### src/rtl/shift_funnel_pkg.sv
package shift_funnel_pkg;

    typedef enum logic [1:0] {
        KIND_LOGIC  = 2'b00,
        KIND_ARITH  = 2'b01,
        KIND_ROTATE = 2'b10,
        KIND_RSVD   = 2'b11
    } shift_kind_e;

    typedef struct packed {
        logic        right;
        shift_kind_e kind;
    } shift_ctrl_t;

    // The reserved code folds onto the logical kind.
    function automatic shift_kind_e fold_kind(input logic [1:0] raw);
        shift_kind_e k;
        k = shift_kind_e'(raw);
        if (k == KIND_RSVD) begin
            k = KIND_LOGIC;
        end
        return k;
    endfunction

    function automatic shift_ctrl_t make_ctrl(input logic right, input logic [1:0] raw);
        shift_ctrl_t c;
        c.right = right;
        c.kind  = fold_kind(raw);
        return c;
    endfunction

endpackage

### src/rtl/shift_source_builder.sv
module shift_source_builder
    import shift_funnel_pkg::*;
#(
    parameter int DATA_W = 16,
    localparam int AMT_W = $clog2(DATA_W),
    localparam int FILL_W = DATA_W - 1,
    localparam int SRC_W = DATA_W + FILL_W
) (
    input  logic [DATA_W-1:0] operand,
    input  logic [AMT_W-1:0]  amount,
    input  shift_ctrl_t       ctrl,
    output logic [SRC_W-1:0]  source,
    output logic [AMT_W-1:0]  offset
);

    logic [FILL_W-1:0] fill;

    always_comb begin
        fill = '0;
        case (ctrl.kind)
            KIND_ROTATE: fill = ctrl.right ? operand[FILL_W-1:0] : operand[DATA_W-1:1];
            KIND_ARITH:  fill = ctrl.right ? {FILL_W{operand[DATA_W-1]}} : '0;
            default:     fill = '0;
        endcase
    end

    // Right: fill above operand, offset k. Left: operand above fill, offset N-1-k.
    always_comb begin
        if (ctrl.right) begin
            source = {fill, operand};
            offset = amount;
        end else begin
            source = {operand, fill};
            offset = ~amount;
        end
    end

endmodule

### src/rtl/shift_window_select.sv
module shift_window_select #(
    parameter int DATA_W = 16,
    localparam int AMT_W = $clog2(DATA_W),
    localparam int SRC_W = 2 * DATA_W - 1
) (
    input  logic [SRC_W-1:0]  source,
    input  logic [AMT_W-1:0]  offset,
    output logic [DATA_W-1:0] window
);

    logic [SRC_W-1:0] level [0:AMT_W];

    assign level[0] = source;

    for (genvar s = 0; s < AMT_W; s++) begin : g_stage
        localparam int STEP = 1 << s;
        assign level[s+1] = offset[s] ? (level[s] >> STEP) : level[s];
    end

    assign window = level[AMT_W][DATA_W-1:0];

endmodule

### src/rtl/shift_funnel_unit.sv
module shift_funnel_unit
    import shift_funnel_pkg::*;
#(
    parameter int DATA_W = 16,
    localparam int AMT_W = $clog2(DATA_W),
    localparam int SRC_W = 2 * DATA_W - 1
) (
    input  logic [DATA_W-1:0] operand_i,
    input  logic [AMT_W-1:0]  amount_i,
    input  logic              dir_right_i,
    input  logic [1:0]        kind_i,
    output logic [DATA_W-1:0] result_o
);

    shift_ctrl_t      ctrl;
    logic [SRC_W-1:0] source_word;
    logic [AMT_W-1:0] win_offset;

    assign ctrl = make_ctrl(dir_right_i, kind_i);

    shift_source_builder #(.DATA_W(DATA_W)) u_build (
        .operand (operand_i),
        .amount  (amount_i),
        .ctrl    (ctrl),
        .source  (source_word),
        .offset  (win_offset)
    );

    shift_window_select #(.DATA_W(DATA_W)) u_window (
        .source (source_word),
        .offset (win_offset),
        .window (result_o)
    );

    always_comb begin
        if (amount_i == '0) begin
            p_zero_amount_r7: assert (result_o == operand_i);
        end
        if (ctrl.kind == KIND_ROTATE) begin

            p_rotate_keeps_ones_r5: assert ($countones(result_o) == $countones(operand_i));
        end
        if (dir_right_i && ctrl.kind == KIND_LOGIC && amount_i != '0) begin
            p_lsr_top_zero_r2: assert (result_o[DATA_W-1] == 1'b0);
        end
        if (dir_right_i && ctrl.kind == KIND_ARITH) begin
            p_asr_keeps_sign_r3: assert (result_o[DATA_W-1] == operand_i[DATA_W-1]);
        end
        if (!dir_right_i && ctrl.kind != KIND_ROTATE && amount_i != '0) begin

            p_left_low_zero_r1: assert (result_o[0] == 1'b0);
        end
    end

endmodule

### config.mk
export PLATFORM = sky130hd
export DESIGN_NAME = shift_funnel_unit
export DESIGN_NICKNAME = d
export VERILOG_FILES = /design/src/rtl/shift_funnel_pkg.sv /design/src/rtl/shift_source_builder.sv /design/src/rtl/shift_window_select.sv /design/src/rtl/shift_funnel_unit.sv
export SDC_FILE = /design/constraint.sdc
export NUM_CORES = 1
export LEC_CHECK = 0
export ABC_CLOCK_PERIOD_IN_PS = 4500
export BUFFER_PORTS_ARGS = -buffer_cell sky130_fd_sc_hd__buf_2
export CAP_MARGIN = 0
export CORE_ASPECT_RATIO = 0.7
export CORE_MARGIN = 5
export CORE_UTILIZATION = 60
export DETAILED_ROUTE_END_ITERATION = 6
export PLACE_DENSITY = 0.85
export SLEW_MARGIN = 25
export SYNTH_ARGS = -nofsm -noshare
export SYNTH_HDL_FRONTEND = slang
export SYNTH_SLANG_ARGS = --single-unit
### constraint.sdc
create_clock -name vclk -period 4.5
set_clock_uncertainty 0.1 [all_clocks]
set_input_delay 0 -clock vclk [all_inputs]
set_output_delay 0 -clock vclk [all_outputs]
set_load 0.01 [all_outputs]
---- Word level (Yosys, flattened, before mapping) ----
Cells that the tools add are included.
word-level totals
  register bits ........................... 0
  bits of input ports ..................... 23
  output and inout bits ................... 16
  word-level logic and storage cells ...... 14
operators by class
  eq/ne operators ......................... 3
  muxes and demuxes ....................... 10
  bitwise gates (word level) .............. 1
operators by type and width
  operator                                       number
  2-to-1 mux 31 bit                              1
  2-to-1 mux 15 bit                              2
  2-to-1 mux 30 bit                              1
  one-hot mux 15 bit (2 select lines)            1
  2-to-1 mux 28 bit                              1
  2-to-1 mux 24 bit                              1
  2-to-1 mux 16 bit                              1
  == test 2 bit, second input constant           2
  2-to-1 mux 4 bit                               1
  NOT 4 bit                                      1
  == test 2 x 1 -> 1 bit, second input constant  1
  2-to-1 mux 2 bit                               1

---- Longest topological paths before layout ----
Gate-level depths: netlist (run 1).
  depth after elaboration ................. 9
  gate-level depth with buffers ........... 10
  depth with buffers taken out ............ 8

---- Modules after synthesis ----
Synthesis (run 1) repeated with hierarchy kept, for this count alone.
second synthesis, totals
  cells, all modules ...................... 144
  area total of the unflattened synthesis .. 1497.7 µm²
by module, submodules not included
  module                times used  cells each  area each (µm²)  seq. area each (µm²)
  shift_window_select   1           59          832.0            0.0
  shift_source_builder  1           83          650.6            0.0
  shift_funnel_unit     1           2           15.0             0.0

---- Least setup slack after synthesis (run 1) ----
No wires, ideal clock.
  path type ............................... input port to output port
  start ................................... in kind_i[0]
  end ..................................... out result_o[10]
  arrival ................................. 1593 ps
  required time ........................... 4400 ps
  slack ................................... 2807 ps
  stages .................................. 7
  buffers on the path ..................... 1
  cells stage by stage .................... inv_1 > ha_1 > buf_2 > and2_1 > a221o_1 > mux4_2 > mux2i_1
between the ends
  cells in the longest elaborated chain, start to end .. 9
  elaborated cells between the ends (all ways) .. 10
  those cells by class .................... 3 x eq/ne; 7 x mux
ends and longest elaborated chain
  what                                                            line                        RTL
  start: declaration                                              shift_funnel_unit.sv:11     input logic [1:0] kind_i,
  == test 2 bit                                                   shift_funnel_pkg.sv:19      if (k == KIND_RSVD) begin
  2-to-1 mux 2 bit *                                              shift_funnel_pkg.sv:19
  == test 2 x 1 -> 1 bit / == test 2 bit (equally long branches)  shift_source_builder.sv:20  case (ctrl.kind)
  one-hot mux 15 bit (2 select lines) *                           shift_source_builder.sv:20
  2-to-1 mux 31 bit *                                             shift_source_builder.sv:29  if (ctrl.right) begin
  2-to-1 mux 30 bit *                                             shift_window_select.sv:17   assign level[s+1] = offset[s] ? (level[s] >> STEP) : level[s];
  2-to-1 mux 28 bit *                                             shift_window_select.sv:17
  2-to-1 mux 24 bit *                                             shift_window_select.sv:17
  2-to-1 mux 16 bit *                                             shift_window_select.sv:17
  end: declaration                                                shift_funnel_unit.sv:12     output logic [DATA_W-1:0] result_o
Mark *: on every way between the ends. The rest lies on a longest branch, timed or not.

---- Worst setup path after layout (run 1) ----
  start ................................... in dir_right_i
  end ..................................... out result_o[6]
between the ends
  cells in the longest elaborated chain, start to end .. 7
  elaborated cells between the ends (all ways) .. 9
  those cells by class .................... 9 x mux
ends and longest elaborated chain
  what                                         line                                                    RTL
  start: declaration                           shift_funnel_unit.sv:10                                 input logic dir_right_i,
  2-to-1 mux 15 bit, on equally long branches  shift_source_builder.sv:22, shift_source_builder.sv:21
  one-hot mux 15 bit (2 select lines)          shift_source_builder.sv:20
  2-to-1 mux 31 bit                            shift_source_builder.sv:29
  2-to-1 mux 30 bit                            shift_window_select.sv:17
  2-to-1 mux 28 bit                            shift_window_select.sv:17
  2-to-1 mux 24 bit                            shift_window_select.sv:17
  2-to-1 mux 16 bit *                          shift_window_select.sv:17
Marked as above.

==> results of run 1 <==
## cells by family (layout without fill, tap and decap cells)
| group | after synthesis | in the layout | synth area share, % |
|---|---|---|---|
| simple gates | 105 | 105 | 24.56 |
| buf+inv | 38 | 50 | 11.54 |
| xor+xnor | 6 | 6 | 3.299 |
| fa+ha+maj | 2 | 2 | 1.222 |
| compound gates | 132 | 132 | 43.37 |
| mux | 30 | 30 | 16.00 |
## layout make-up
type | instances | area, sq um | area share (%)
Multi-Input combinational cell | 275 | 1812 | 85.53
Timing Repair Buffer | 42 | 217.7 | 10.28
Inverter | 8 | 30.03 | 1.418
Tap cell | 47 | 58.81 | 2.776
## path summary, 6_finish.rpt
check | start | end | slack (ps) | depth (start not counted)
worst max-delay path | dir_right_i | result_o[6] | 1800 | 8
worst min-delay path | amount_i[3] | result_o[0] | 390 | 4
## metal layers
metal  vias up  share of wire (%)  GRT usage, %
li1       1231                  -             -
met1      1187                 40         45.43
met2       227                 41         42.93
met3        25                 15         8.257
met4         0                3.5         8.916
met5         -                  0             0
## cell usage in the layout, fill, tap and decap left out, types with 3 or more instances in the layout
| cell type | synthesis | final |
|---|---|---|
| o21ai_1 | 3 | 3 |
| nor2b_1 | 3 | 3 |
| a21oi_1 | 27 | 27 |
| nand2_1 | 30 | 30 |
| o21ai_0 | 32 | 32 |
| a31oi_1 | 7 | 7 |
| mux2i_1 | 26 | 26 |
| a221o_1 | 4 | 4 |
| xnor2_1 | 3 | 3 |
| nand2b_1 | 14 | 14 |
| nor2_1 | 30 | 30 |
| o211ai_1 | 11 | 11 |
| a221oi_1 | 3 | 3 |
| buf_2 | 13 | 39 |
| o221ai_1 | 10 | 10 |
| nor3_1 | 7 | 7 |
| o2111ai_1 | 6 | 6 |
| o22ai_1 | 3 | 3 |
| nand3_1 | 10 | 10 |
| a211oi_1 | 5 | 5 |
| inv_1 | 7 | 7 |
| buf_4 | 3 | 3 |
## stage by stage
| stage | area (sq um) | setup slack, ps |
|---|---|---|
| floorplan | 2048 | 2807 |
| global placement | 2118 | 1939 |
| detailed placement | 2118 | 1907 |
| CTS | 2118 | 1904 |
| global route | 2118 | 1605 |
| finish | 2118 | 1798 |
## power by group
part | leakage (uW) | internal [uW] | switching (uW)
clock network | 0 | 0 | 0
registers | 0 | 0 | 0
logic | 0.000844 | 126 | 215
==> results.yml, run 1 <==
timing:
  maxSlewHeadroom_pct: 28.52
  clock.fmax_mhz: 370.0
  drv_slew: 0
  holdWs_ps: 388.8
  timing.final.crit_period_ps: 2702
  hold_viol_final: 0
  worst_slew_pin_slew_ps: 1065
  layout_worst_path_cycle_share_pct: 60.06
  setup-tns-final_ps: 0
  setup_viol: 0
  rsz0062_at_grt: "no"
critical_path:
  cp.required_ps: 4400
  most_repeated_library_cell_on_the_critical_path: "buf_2"
  critPathMaxFanout: 38
  critPathSlowestCell: "buf_2"
  critPathArrivalTime_ps: 2600
  worstSetupEndpointType: "primary output"
  critical-path-max-stage-delay_ps: 610
  worst_path_dominant_cell_family: "buffers and inverters"
  worst-setup-path-type: "input pin to primary output"
  worst_setup_path_start_kind: "input pin"
  cp_cell_sequence: "buf_2, inv_1, o211a_1, a211o_1, a221oi_1, a31oi_1, mux2i_1, buf_2"
  critical_path.n_buffers_inverters: 3
die:
  initial_utilization_pct: 63.77
  core.rowCount: 17
  die_w_um: 79.84
  die_y_um: 58.89
  die-area_sq_um: 4701
  design.portCount: 39
  coreArea_sq_um: 3212
synth:
  synthesis.area_per_instance_sq_um: 6.544
  yosysUniqueCellTypes: 58
  synth_commonest_cells: "o21ai_0, nand2_1, nor2_1"
  syn_inst: 313
  synth_largest_type_area_fraction_pct: 12.71
  netlist_area_before_placement_sq_um: 2048
  synth_top_cells_by_area: "mux2i_1, o21ai_0, a21oi_1"
  proportion_of_synthesized_chip_area_in_sequential_cells_pct: 0
  synth.yosys.warnings: 0
  mappedNetlistNets: 338
  yosys.cell_count.top_type: "o21ai_0"
  synth_top_cell_by_area: "mux2i_1"
power_and_ir_drop:
  vdd_drop_max_uv: 114.5
  power.leakage_uw: 0.0008438
  cellPowerDensity_nw_per_um2: 160.7
  report.power.total_uw: 340.3
layout:
  clock_buffer_count: 0
  layout.core_utilization_pct: 65.95
  n_fill_cell: 317
  register_area_sq_um: 0
  antennaDiodeCount: 0
  seq_cell_count: 0
  layout-drive-gt1-share_pct: 16.62
  nNetsFinal: 352
  area_growth_pct: 3.421
  stdcell_count: 372
placed_design:
  place.detailed.instances: 372
  post-dp-hpwl_um: 5448
  place.gp.congestion: 0.9847
  place.port_buffers: 39
detailed_routing:
  avgViaCountPerCell: 7.177
  wirelength_um: 7416
  vias: 2670
  drc_errors: 1
  routedWlPerCell_um: 19.94
  initialDrtViolationCount: 476
  firstDrtPassIters: 7
  postRouteAntennaNets: 0
global_routing:
  grt_usage_pct: 30.72
  grt_start_max_net_pins: 60
  antenna_found_initial: 0
  grt_pass1_vias: 2238
  grt_first_pass_wirelength_um: 11510
  overflow: 0
outcome:
  failed_checks: "design-rule violations"
  result_of_the_run: "finished with violations"
worst_hold_path:
  holdCritPathClass: "input pin to primary output"
cts:
  cts_setup_buffers: 0
  cts.repair.resized: 0
  ctsHoldBuffers: 0
run:
  maxCapViolations: 0
Note: power is estimated with default switching activity, not from simulation.
==> run 2: changes to the inputs <==
--- a/config.mk
+++ b/config.mk
@@ -5,14 +5,15 @@
 export SDC_FILE = /design/constraint.sdc
 export NUM_CORES = 1
 export LEC_CHECK = 0
-export ABC_CLOCK_PERIOD_IN_PS = 4500
+export ABC_AREA = 1
+export ABC_CLOCK_PERIOD_IN_PS = 2600
 export BUFFER_PORTS_ARGS = -buffer_cell sky130_fd_sc_hd__buf_2
 export CAP_MARGIN = 0
 export CORE_ASPECT_RATIO = 0.7
 export CORE_MARGIN = 5
-export CORE_UTILIZATION = 60
+export CORE_UTILIZATION = 59
 export DETAILED_ROUTE_END_ITERATION = 6
-export PLACE_DENSITY = 0.85
+export PLACE_DENSITY = 0.86
 export SLEW_MARGIN = 25
 export SYNTH_ARGS = -nofsm -noshare
 export SYNTH_HDL_FRONTEND = slang
==> constraint.sdc (replaced) <==
create_clock -name vclk -period 2.6
set_clock_uncertainty 0.1 [all_clocks]
set_input_delay 0 -clock vclk [all_inputs]
set_output_delay 0 -clock vclk [all_outputs]
set_load 0.01 [all_outputs]
==> results.yml, run 2 <==
outcome:
  result_of_the_run: "completed"
detailed_routing:
  drc_errors: 0
  avgViaCountPerCell: 6.612
  initialDrtViolationCount: 528
  vias: 2843
  postRouteAntennaNets: 0
  firstDrtPassIters: 6
  wirelength_um: 6404
  routedWlPerCell_um: 14.89
die:
  die-area_sq_um: 4249
  design.portCount: 39
  core.rowCount: 16
  initial_utilization_pct: 62.90
  die_w_um: 75.80
  die_y_um: 56.06
  coreArea_sq_um: 2843
power_and_ir_drop:
  report.power.total_uw: 610.3
  vdd_drop_max_uv: 300.8
  cellPowerDensity_nw_per_um2: 317.2
  power.leakage_uw: 0.001092
critical_path:
  critPathMaxFanout: 27
  worst_setup_path_start_kind: "input pin"
  cp.required_ps: 2500
  critPathArrivalTime_ps: 2090
  worstSetupEndpointType: "primary output"
  worst-setup-path-type: "input pin to primary output"
placed_design:
  place.detailed.instances: 430
  place.port_buffers: 39
  post_dp_cell_area_sq_um: 1924
  place_ws_ps: 553.1
  place.gp.congestion: 1.019
  post-dp-hpwl_um: 4856
layout:
  multi_input_area_sq_um: 1598
  antennaDiodeCount: 0
  final_design_area_no_fill_sq_um: 1924
  mostFrequentLayoutCell: "nand3_1"
  register_area_sq_um: 0
  clock_buffer_count: 0
  layout-drive-gt1-share_pct: 13.45
  seq_cell_count: 0
  stdcell_count: 430
  area_growth_pct: 7.628
  nNetsFinal: 421
  n_fill_cell: 313
  commonest_cells_after_routing_fill_and_taps_aside: "nand3_1, nand2_1, buf_2"
timing:
  timing.final.crit_period_ps: 2189
  clock.fmax_mhz: 456.7
  rsz0062_at_grt: "no"
  layout_worst_path_cycle_share_pct: 84.21
  hold_viol_final: 0
  drv_slew: 0
  setup_viol: 0
  setup-tns-final_ps: 0
  maxSlewHeadroom_pct: 52.10
  worst_slew_pin_slew_ps: 717.7
  setup_ws_ps: 410.5
synth:
  synth_top_cell_by_area: "nand3_1"
  synth_top_cells_by_area: "nand3_1, nand2_1, buf_2"
  yosysUniqueCellTypes: 16
  netlist_area_before_placement_sq_um: 1788
  synth-compound-area-share_pct: 0.5598
  mappedNetlistNets: 403
  syn_inst: 378
  dominant_combinational_cell_family_by_area_after_synthesis: "simple AND/OR/NAND/NOR gates"
  synth.mux.area_fraction_pct: 0
  proportion_of_synthesized_chip_area_in_sequential_cells_pct: 0
  synthesis.area_per_instance_sq_um: 4.730
  simple_gate_share_of_the_synthesized_area_pct: 84.67
  synthXorXnorAreaFrac_pct: 2.309
  synth_largest_type_area_fraction_pct: 59.62
  synth.yosys.warnings: 0
  yosys.area_share.adder_pct: 1.400
  yosys.cell_count.top_type: "nand3_1"
  synth_commonest_cells: "nand3_1, nand2_1, buf_2"
cts:
  cts_setup_buffers: 0
  cts.repair.resized: 0
  ctsHoldBuffers: 0
run:
  maxCapViolations: 0
worst_hold_path:
  holdCritPathClass: "input pin to primary output"
global_routing:
  antenna_found_initial: 0
  overflow: 0
  grt_first_pass_wirelength_um: 10160
  grt_usage_pct: 29.26
  grt_start_max_net_pins: 32
  grt_pass1_vias: 2234
run 2: cell count changes after synthesis, moves of 7 or more:
cell,before,now
a21oi_1,27,1
a31oi_1,7,0
mux2i_1,26,0
nand2_1,30,114
nand2b_1,14,0
nand3_1,10,213
nor2_1,30,2
nor3_1,7,0
o211ai_1,11,0
o21ai_0,32,1
o221ai_1,10,0
run 2: area by class of cell:
class | instances | share of cell area, %
multi-input combinational | 338 | 83.03
inverter | 11 | 2.146
timing repair buffer | 45 | 12.48
tap | 36 | 2.341
run 2: metrics by stage:
step / hold slack (ps) / util (%)
after floorplan: 147.5 / -
after global placement: 480.3 / 67.69
after detailed placement: 483.3 / 67.69
after CTS: 486.7 / 67.69
after global routing: 535.4 / 67.69
final: 484.1 / 67.69
run 2: routing by layer:
layer	vias to the layer above	share of wire, %	global-route usage, %
met3	18	13	4.513
met2	256	43	42.80
met5	-	0	0
met1	1219	42	44.48
li1	1350	-	-
met4	0	2.0	5.237
run 2: cell families (layout without fill, tap and decap cells):
| logic type | after synthesis | after routing |
|---|---|---|
| compound gates | 2 | 2 |
| xor+xnor | 3 | 3 |
| fa+ha+maj | 2 | 2 |
| buf+inv | 40 | 56 |
| simple gates | 331 | 331 |
run 2: worst paths after layout:
kind,start,endpoint,slack (ps),cells past startpoint
setup / recovery,dir_right_i,result_o[4],410,13
hold / removal,amount_i[3],result_o[3],480,6
run 2: critical path, stage by stage:
cell	delay, ps
buf_2	240
buf_4	330
nand2_1	80
inv_1	90
nand2_2	190
nand2_1	150
nand3_1	130
nand3_1	140
nand3_1	150
nand3_1	180
nand3_1	160
nand2_1	120
buf_2	130
run 2: power by group:
group,switching [uW],internal [uW]
logic,406,204
registers,0,0
clock network,0,0
==> run 3: changes to the inputs <==
--- a/config.mk
+++ b/config.mk
@@ -6,14 +6,14 @@
 export NUM_CORES = 1
 export LEC_CHECK = 0
 export ABC_AREA = 1
-export ABC_CLOCK_PERIOD_IN_PS = 2600
+export ABC_CLOCK_PERIOD_IN_PS = 1960
 export BUFFER_PORTS_ARGS = -buffer_cell sky130_fd_sc_hd__buf_2
 export CAP_MARGIN = 0
 export CORE_ASPECT_RATIO = 0.7
 export CORE_MARGIN = 5
-export CORE_UTILIZATION = 59
+export CORE_UTILIZATION = 53
 export DETAILED_ROUTE_END_ITERATION = 6
-export PLACE_DENSITY = 0.86
+export PLACE_DENSITY = 0.81
 export SLEW_MARGIN = 25
 export SYNTH_ARGS = -nofsm -noshare
 export SYNTH_HDL_FRONTEND = slang
==> constraint.sdc (replaced) <==
create_clock -name vclk -period 1.96
set_clock_uncertainty 0.1 [all_clocks]
set_input_delay 0 -clock vclk [all_inputs]
set_output_delay 0 -clock vclk [all_outputs]
set_load 0.01 [all_outputs]
==> results.yml, run 3 (synthesized netlist as in run 2, its figures left out) <==
outcome:
  result_of_the_run: "completed"
timing:
  setup_ws_ps: 160.6
  hold_viol_final: 0
  holdWs_ps: 490.0
  timing.final.crit_period_ps: 1799
  layout_worst_path_cycle_share_pct: 91.81
  maxSlewHeadroom_pct: 66.63
  setup-tns-final_ps: 0
  clock.fmax_mhz: 555.7
  drv_slew: 0
  worst_slew_pin_slew_ps: 499.8
  setup_viol: 0
power_and_ir_drop:
  report.power.total_uw: 829.0
  cellPowerDensity_nw_per_um2: 418.8
  power.leakage_uw: 0.001117
  vdd_drop_max_uv: 344.6
critical_path:
  worstSetupEndpointType: "primary output"
  worst_setup_path_start_kind: "input pin"
  critPathSlowestCell: "inv_2"
  critical_path.n_buffers_inverters: 3
  worst-setup-path-type: "input pin to primary output"
  worst_path_dominant_cell_family: "simple AND/OR/NAND/NOR gates"
  critPathArrivalTime_ps: 1700
  critical-path-max-stage-delay_ps: 380
  most_repeated_library_cell_on_the_critical_path: "nand3_1"
  cp_cell_sequence: "buf_2, nor2_1, nor2_2, inv_2, nand3_1, nand3_1, nand3_1, nand3_1, nand2_1, buf_2"
  cp.required_ps: 1860
  critPathMaxFanout: 29
detailed_routing:
  wirelength_um: 6596
  firstDrtPassIters: 5
  initialDrtViolationCount: 459
  drc_errors: 0
  postRouteAntennaNets: 0
  routedWlPerCell_um: 15.13
  vias: 2749
  avgViaCountPerCell: 6.305
layout:
  layout-drive-gt1-share_pct: 14.57
  antennaDiodeCount: 0
  mostFrequentLayoutCell: "nand3_1"
  n_fill_cell: 346
  seq_cell_count: 0
  area_growth_pct: 10.71
  layout.core_utilization_pct: 62.04
  clock_buffer_count: 0
  nNetsFinal: 425
  commonest_cells_after_routing_fill_and_taps_aside: "nand3_1, nand2_1, buf_2"
  register_area_sq_um: 0
placed_design:
  place.port_buffers: 39
  post-dp-hpwl_um: 5129
  place.gp.congestion: 1.046
  place_ws_ps: 138.4
global_routing:
  grt_pass1_vias: 2261
  grt_first_pass_wirelength_um: 10530
  antenna_found_initial: 0
  grt_start_max_net_pins: 31
  grt_usage_pct: 27.41
  overflow: 0
die:
  die_y_um: 58.60
  core.rowCount: 17
  die_w_um: 79.42
  design.portCount: 39
  initial_utilization_pct: 56.04
  coreArea_sq_um: 3191
  die-area_sq_um: 4654
worst_hold_path:
  holdCritPathClass: "input pin to primary output"
  min_delay_path_depth: 6
  timing.hold.worst.start: "amount_i[3]"
  whs_endpoint: "result_o[2]"
run:
  maxCapViolations: 0
cts:
  ctsHoldBuffers: 0
-- run 3: timing repair --
item,CTS,global route
hold endpoints to repair,0,0
buffers inserted,0,0
resized for setup,0,3
endpoints found under the setup margin,0,7
-- run 3: per-stage QoR --
| stage | std cells | cell area [sq um] |
|---|---|---|
| 2_1_floorplan | 378 | 1788 |
| 3_3_place_gp | 436 | 1969 |
| 3_5_place_dp | 436 | 1969 |
| 4_1_cts | 436 | 1969 |
| 5_1_grt | 436 | 1979 |
| 6_report | 436 | 1979 |
-- run 3: final cells by class --
class / instances / area (sq um) / area share, %
multi-input combinational: 338 / 1600 / 80.85
timing repair buffer: 49 / 290.3 / 14.66
tap: 38 / 47.55 / 2.402
inverter: 11 / 41.29 / 2.086
-- run 3: power by group --
group | switching [uW] | internal (uW)
Combinational | 542 | 287
Clock | 0 | 0
Sequential | 0 | 0
-- run 3: worst max path at each step --
stage	startpoint	end	slack, ps	cells past startpoint
4_1_cts	kind_i[0]	result_o[4]	130	12
6_report	dir_right_i	result_o[4]	160	10
3_3_place_gp	kind_i[0]	result_o[14]	130	12
3_5_place_dp	kind_i[0]	result_o[4]	140	12
2_1_floorplan	kind_i[0]	result_o[10]	630	11
5_1_grt	dir_right_i	result_o[4]	-0.3	14
-- run 3: worst min-delay path, stage by stage --
cell and delay [ps]:
buf_2 100, xor2_2 60, buf_4 190, nand2_1 80
nand2_1 40, buf_2 130
-- run 3: metal layers --
metal  up-vias  track usage [%]  part of all wire (%)
met3        19            4.893                    14
li1       1357                -                     -
met4         0            4.657                   2.1
met2       216            41.38                    41
met5         -                0                     0
met1      1157            40.84                    43
